### config.mk
export PLATFORM = sky130hd
export DESIGN_NAME = dma_wrap_addr_gen
export DESIGN_NICKNAME = d
export VERILOG_FILES = /design/src/rtl/dma_wrap_pkg.sv /design/src/rtl/dma_wrap_decode.sv /design/src/rtl/dma_wrap_side.sv /design/src/rtl/dma_wrap_addr_gen.sv
export SDC_FILE = /design/constraint.sdc
export NUM_CORES = 1
export LEC_CHECK = 0
export CORE_MARGIN = 5
export CORE_UTILIZATION = 58
export CTS_CLUSTER_DIAMETER = 100
export DETAILED_ROUTE_END_ITERATION = 6
export GPL_TIMING_DRIVEN = 0
export PLACE_DENSITY = 0.95
export SYNTH_ARGS = -nofsm -noshare
export SYNTH_HDL_FRONTEND = slang
export SYNTH_HIERARCHICAL = 1
export SYNTH_SLANG_ARGS = --single-unit
### constraint.sdc
create_clock -name clk_i -period 5 [get_ports clk_i]
set_input_delay 0.5 -clock clk_i [delete_from_list [all_inputs] [get_ports clk_i]]
set_output_delay 0.5 -clock clk_i [all_outputs]
set_load 0.005 [all_outputs]
### src/rtl/dma_wrap_pkg.sv
package dma_wrap_pkg;
  localparam int unsigned WRAP_CODE_W = 3;
  localparam int unsigned NUM_CODES   = 1 << WRAP_CODE_W;
  localparam int unsigned BYTE_BITS   = 2;

  typedef logic [WRAP_CODE_W-1:0] wrap_code_t;

  // counter width for a table whose code-1 window is 2**base_log2 words
  function automatic int unsigned cnt_width(int unsigned base_log2);
    return base_log2 + NUM_CODES - 2;
  endfunction
endpackage

### src/rtl/dma_wrap_decode.sv
module dma_wrap_decode
  import dma_wrap_pkg::*;
#(
  parameter int unsigned BASE_LOG2 = 0,
  localparam int unsigned CNT_W = (cnt_width(BASE_LOG2) > 0) ? cnt_width(BASE_LOG2) : 1
) (
  input  wrap_code_t       code_i,
  output logic             wrap_en_o,
  output logic [CNT_W-1:0] last_beat_o
);
  logic [CNT_W-1:0] last_tbl [NUM_CODES];

  for (genvar k = 0; k < NUM_CODES; k++) begin : g_tbl
    if (k == 0) begin : g_nowrap
      assign last_tbl[k] = '0;
    end else begin : g_win
      assign last_tbl[k] = CNT_W'((64'd1 << (BASE_LOG2 + k - 1)) - 64'd1);
    end
  end

  assign wrap_en_o   = (code_i != '0);
  assign last_beat_o = last_tbl[code_i];
endmodule

### src/rtl/dma_wrap_side.sv
module dma_wrap_side
  import dma_wrap_pkg::*;
#(
  parameter int unsigned AW        = 32,
  parameter int unsigned BASE_LOG2 = 0,
  parameter int unsigned RST_CODE  = 0,
  localparam int unsigned WORD_W = AW - BYTE_BITS,
  localparam int unsigned CNT_W  = (cnt_width(BASE_LOG2) > 0) ? cnt_width(BASE_LOG2) : 1
) (
  input  logic          clk_i,
  input  logic          rst_ni,
  input  logic          load_i,
  input  logic [AW-1:0] ptr_i,
  input  wrap_code_t    wrap_i,
  input  logic          step_i,
  output logic [AW-1:0] addr_o
);
  logic [WORD_W-1:0] base_q, word_q;
  logic [CNT_W-1:0]  cnt_q, last_beat;
  wrap_code_t        code_q;
  logic              wrap_en, at_end;
  logic              unused_lsb;

  assign unused_lsb = ^ptr_i[BYTE_BITS-1:0];

  dma_wrap_decode #(.BASE_LOG2(BASE_LOG2)) i_decode (
    .code_i      (code_q),
    .wrap_en_o   (wrap_en),
    .last_beat_o (last_beat)
  );

  assign at_end = wrap_en && (cnt_q == last_beat);

  always_ff @(posedge clk_i or negedge rst_ni) begin
    if (!rst_ni) begin
      base_q <= '0;
      word_q <= '0;
      cnt_q  <= '0;
      code_q <= wrap_code_t'(RST_CODE);
    end else if (load_i) begin
      base_q <= ptr_i[AW-1:BYTE_BITS];
      word_q <= ptr_i[AW-1:BYTE_BITS];
      cnt_q  <= '0;
      code_q <= wrap_i;
    end else if (step_i) begin
      if (at_end) begin
        word_q <= base_q;
        cnt_q  <= '0;
      end else begin
        word_q <= word_q + 1'b1;
        if (wrap_en) cnt_q <= cnt_q + 1'b1;
      end
    end
  end

  assign addr_o = {word_q, {BYTE_BITS{1'b0}}};
endmodule

### src/rtl/dma_wrap_addr_gen.sv
module dma_wrap_addr_gen
  import dma_wrap_pkg::*;
#(
  parameter int unsigned AW            = 32,
  parameter int unsigned MEM_BASE_LOG2 = 5,
  parameter int unsigned PER_BASE_LOG2 = 0,
  parameter int unsigned MEM_RST_CODE  = 0,
  parameter int unsigned PER_RST_CODE  = 1
) (
  input  logic          clk_i,
  input  logic          rst_ni,
  input  logic          mem_load_i,
  input  logic [AW-1:0] mem_ptr_i,
  input  logic [2:0]    mem_wrap_i,
  input  logic          mem_step_i,
  output logic [AW-1:0] mem_addr_o,
  input  logic          per_load_i,
  input  logic [AW-1:0] per_ptr_i,
  input  logic [2:0]    per_wrap_i,
  input  logic          per_step_i,
  output logic [AW-1:0] per_addr_o
);
  dma_wrap_side #(
    .AW(AW), .BASE_LOG2(MEM_BASE_LOG2), .RST_CODE(MEM_RST_CODE)
  ) i_mem_side (
    .clk_i  (clk_i),
    .rst_ni (rst_ni),
    .load_i (mem_load_i),
    .ptr_i  (mem_ptr_i),
    .wrap_i (mem_wrap_i),
    .step_i (mem_step_i),
    .addr_o (mem_addr_o)
  );

  dma_wrap_side #(
    .AW(AW), .BASE_LOG2(PER_BASE_LOG2), .RST_CODE(PER_RST_CODE)
  ) i_per_side (
    .clk_i  (clk_i),
    .rst_ni (rst_ni),
    .load_i (per_load_i),
    .ptr_i  (per_ptr_i),
    .wrap_i (per_wrap_i),
    .step_i (per_step_i),
    .addr_o (per_addr_o)
  );
endmodule

==> reports/metrics.cfg <==
[floorplan]
core.rowCount = 44
start_util = 0.585
die_h_um = 131
die_w_um = 131
coreArea_um2 = 14400
die-area_um2 = 17100
ios = 140

[synthesis]
synth_mux_area_frac = 0.0798
synth_seq_cells = 143
synth_xor_xnor_area_share = 0.0460
synth_compound_area_frac = 0.195
synthFlopType = dfrtp_1
synthArstFlopShare = 1.00
synth_top_family_by_area = simple AND/OR/NAND/NOR gates
ys_warn_count = 6
synth_cell_types = 83
seq_area_frac_synth = 0.424
synth_top_area_cell = dfrtp_1
synthDominantCellAreaShare = 0.421
synth-edff-count = 0
syn_area_per_cell_um2 = 9.56
synth_cells = 883
synthAdderAreaFrac = 0.00593
post-synth-top-count-cell = dfrtp_1
post_synth_main_area_contributors = dfrtp_1 (42%), mux2_2 (6.1%), o21ai_0 (3.7%)
synth_common_cells = dfrtp_1 (142), nand2_1 (76), o21ai_0 (63)
syn-cell-area_um2 = 8440
synth-simple-area-share = 0.196

[power_and_ir_drop]
powerDensity_nw_per_um2 = 306
max-vdd-ir-drop_mv = 0.327
leakage_nw = 4.26

[timing]
fmax_ghz = 0.343
fin_skew_ns = 0.00866
hold-worst-slack_ns = 0.0537
final.setup.worst_slack_ns = 2.09
hold_viol = 0
slew_headroom = 0.466
report.final.slew_viol_count = 0
rsz0062_at_grt = false
finalCriticalPeriod_ns = 2.91
finalSetupViolCount = 0
worstMarginPinSlew_ns = 0.800
fin_crit_sh = 0.582

[placement]
gp_congestion = 1.00
placedCellCount = 1201
pre_cts_slack_ns = 2.13
port_buffers = 131
place_hpwl_um = 18200

[clock_network]
tritoncts = built
clk_latency_ns = 0.43
cts_root_buffer = clkbuf_16
cts_sinks = 143
cts_buffers = 17
path_clk_slew_ns = 0.06
clockBufferDepth = 2
post_cts_buffers = 0
cts_hold_buf = 0
htree_num_levels = 4
cts_resized = 0

[layout]
fin_util = 0.732
antenna_cells = 0
syn_to_final_growth_pct = 25.0
final_nets = 1116
drive_gt1_frac = 0.138
finalNonFillerCells = 1233

[detailed_routing]
drtIter0Drc = 1052
wire_per_inst_um = 21.9
drt_wl_total_um = 27000
route.detailed.drc = 0
dr_total_vias = 8311
ant_nets = 0
viasPerCell = 6.74
dr.pass1.iters = 5

[setup_path]
crit_start = i_mem_side/code_q[2]
r2r_cells = 7
crit_type = register to register
arrival_ns = 3.23
crit_slowest_cell = nor4_2
endpoint_kind = register
cp.required_ns = 5.32
cp_max_fo = 10
path_delay_family = simple AND/OR/NAND/NOR gates
crit_buf_inv = 1
cp_cell_sequence = or3_1 > buf_4 > xnor2_1 > nand4_2 > nor4_2 > nor3_1 > o31ai_1
path_depth = 7
cpPeakStageDelay_ns = 0.70
worstReg2RegStart = i_mem_side/code_q[2]
regToRegSetupSlack_ns = 2.09
startpoint_type = register

[worst_hold_path]
hp-class = input port to asynchronous set/reset pin

[job]
maxCapViolations = 0

[global_routing]
grt_pass1_vias = 7994
antenna_found_initial = 0
grt_pass1_wl_um = 42000
grt_usage = 0.316
grt_overflow = 0
grt_max_degree = 73

[run_status]
outcome = completed

[per-layer routing]
metal / part of all wire / vias to the layer above / global-route usage
li1: - / 3604 / -
met1: 0.37 / 3965 / 0.402
met2: 0.48 / 631 / 0.512
met3: 0.11 / 111 / 0.0699
met4: 0.043 / 0 / 0.154
met5: 0 / - / 0
[final timing paths]
check,to
setup / recovery,i_mem_side/word_q[14]
hold / removal,i_mem_side/word_q[7]
setup reg to reg,i_mem_side/word_q[14]
hold reg to reg,i_per_side/base_q[20]
max in group asynchronous,i_per_side/word_q[4]
min in group clk_i,i_per_side/base_q[20]
[placed cells by master (no fill, tap or decap), types with 6 or more instances in the layout]
cell type and count:
xnor2_1 26, dfrtp_1 142, mux2_2 46, nor2_1 44
clkbuf_16 17, o21ai_0 63, and4_1 8, or3_1 8
clkdlybuf4s50_1 130, mux2i_1 14, buf_4 13, nand4_1 22
and2_1 8, nand3_1 27, buf_2 6, nor4_1 16
o31a_1 10, a21o_1 16, clkbuf_1 38, o22ai_1 11
o31ai_1 6, xor2_1 9, o21ai_1 17, and3_1 14
a22o_1 8, a21oi_1 16, buf_1 7, inv_1 30
a22oi_1 19, a31oi_1 20, nor3_1 27, nand2_1 76
[metrics by stage]
step                cell area [µm²]  power [mW]  setup TNS [ns]
floorplan                      8450        1.72               0
global placement               9990        2.03         -325.63
detailed placement            10000        2.05               0
CTS                           10600        3.22               0
global route                  10600        3.35               0
finish                        10600        3.23               0
[power breakdown]
| group | switching (mW) | internal (mW) | total, mW |
|---|---|---|---|
| clock network | 0.518 | 0.649 | 1.17 |
| registers | 0.143 | 1.27 | 1.41 |
| logic | 0.320 | 0.334 | 0.653 |
| total | 0.980 | 2.25 | 3.23 |
[flip-flops by register name, summed over array words and instances (netlist names)]
| name | cells |
|---|---|
| i_per_side/word_q | 30 |
| i_per_side/base_q | 30 |
| i_per_side/cnt_q | 6 |
| i_mem_side/code_q | 3 |
| i_mem_side/base_q | 30 |
| i_mem_side/word_q | 30 |
| i_mem_side/cnt_q | 11 |
| i_per_side/code_q | 3 |
[cells by family after synthesis]
family | after synthesis
simple gates | 298
compound gates | 238
flops | 143
buf+inv | 97
mux | 61
xor+xnor | 40
fa+ha+maj | 4
other cells | 2
[cell type report]
class / count / area (µm²)
Timing Repair Buffer: 132 / 1340
Buffer: 65 / 323
Clock buffer: 20 / 447
Fill cell: 1005 / 3870
Inverter: 32 / 120
Multi-Input combinational cell: 645 / 4430
Clock inverter: 12 / 87.6
Tap cell: 184 / 230
Sequential cell: 143 / 3580
No activity file was read; power rests on OpenSTA's default activity.
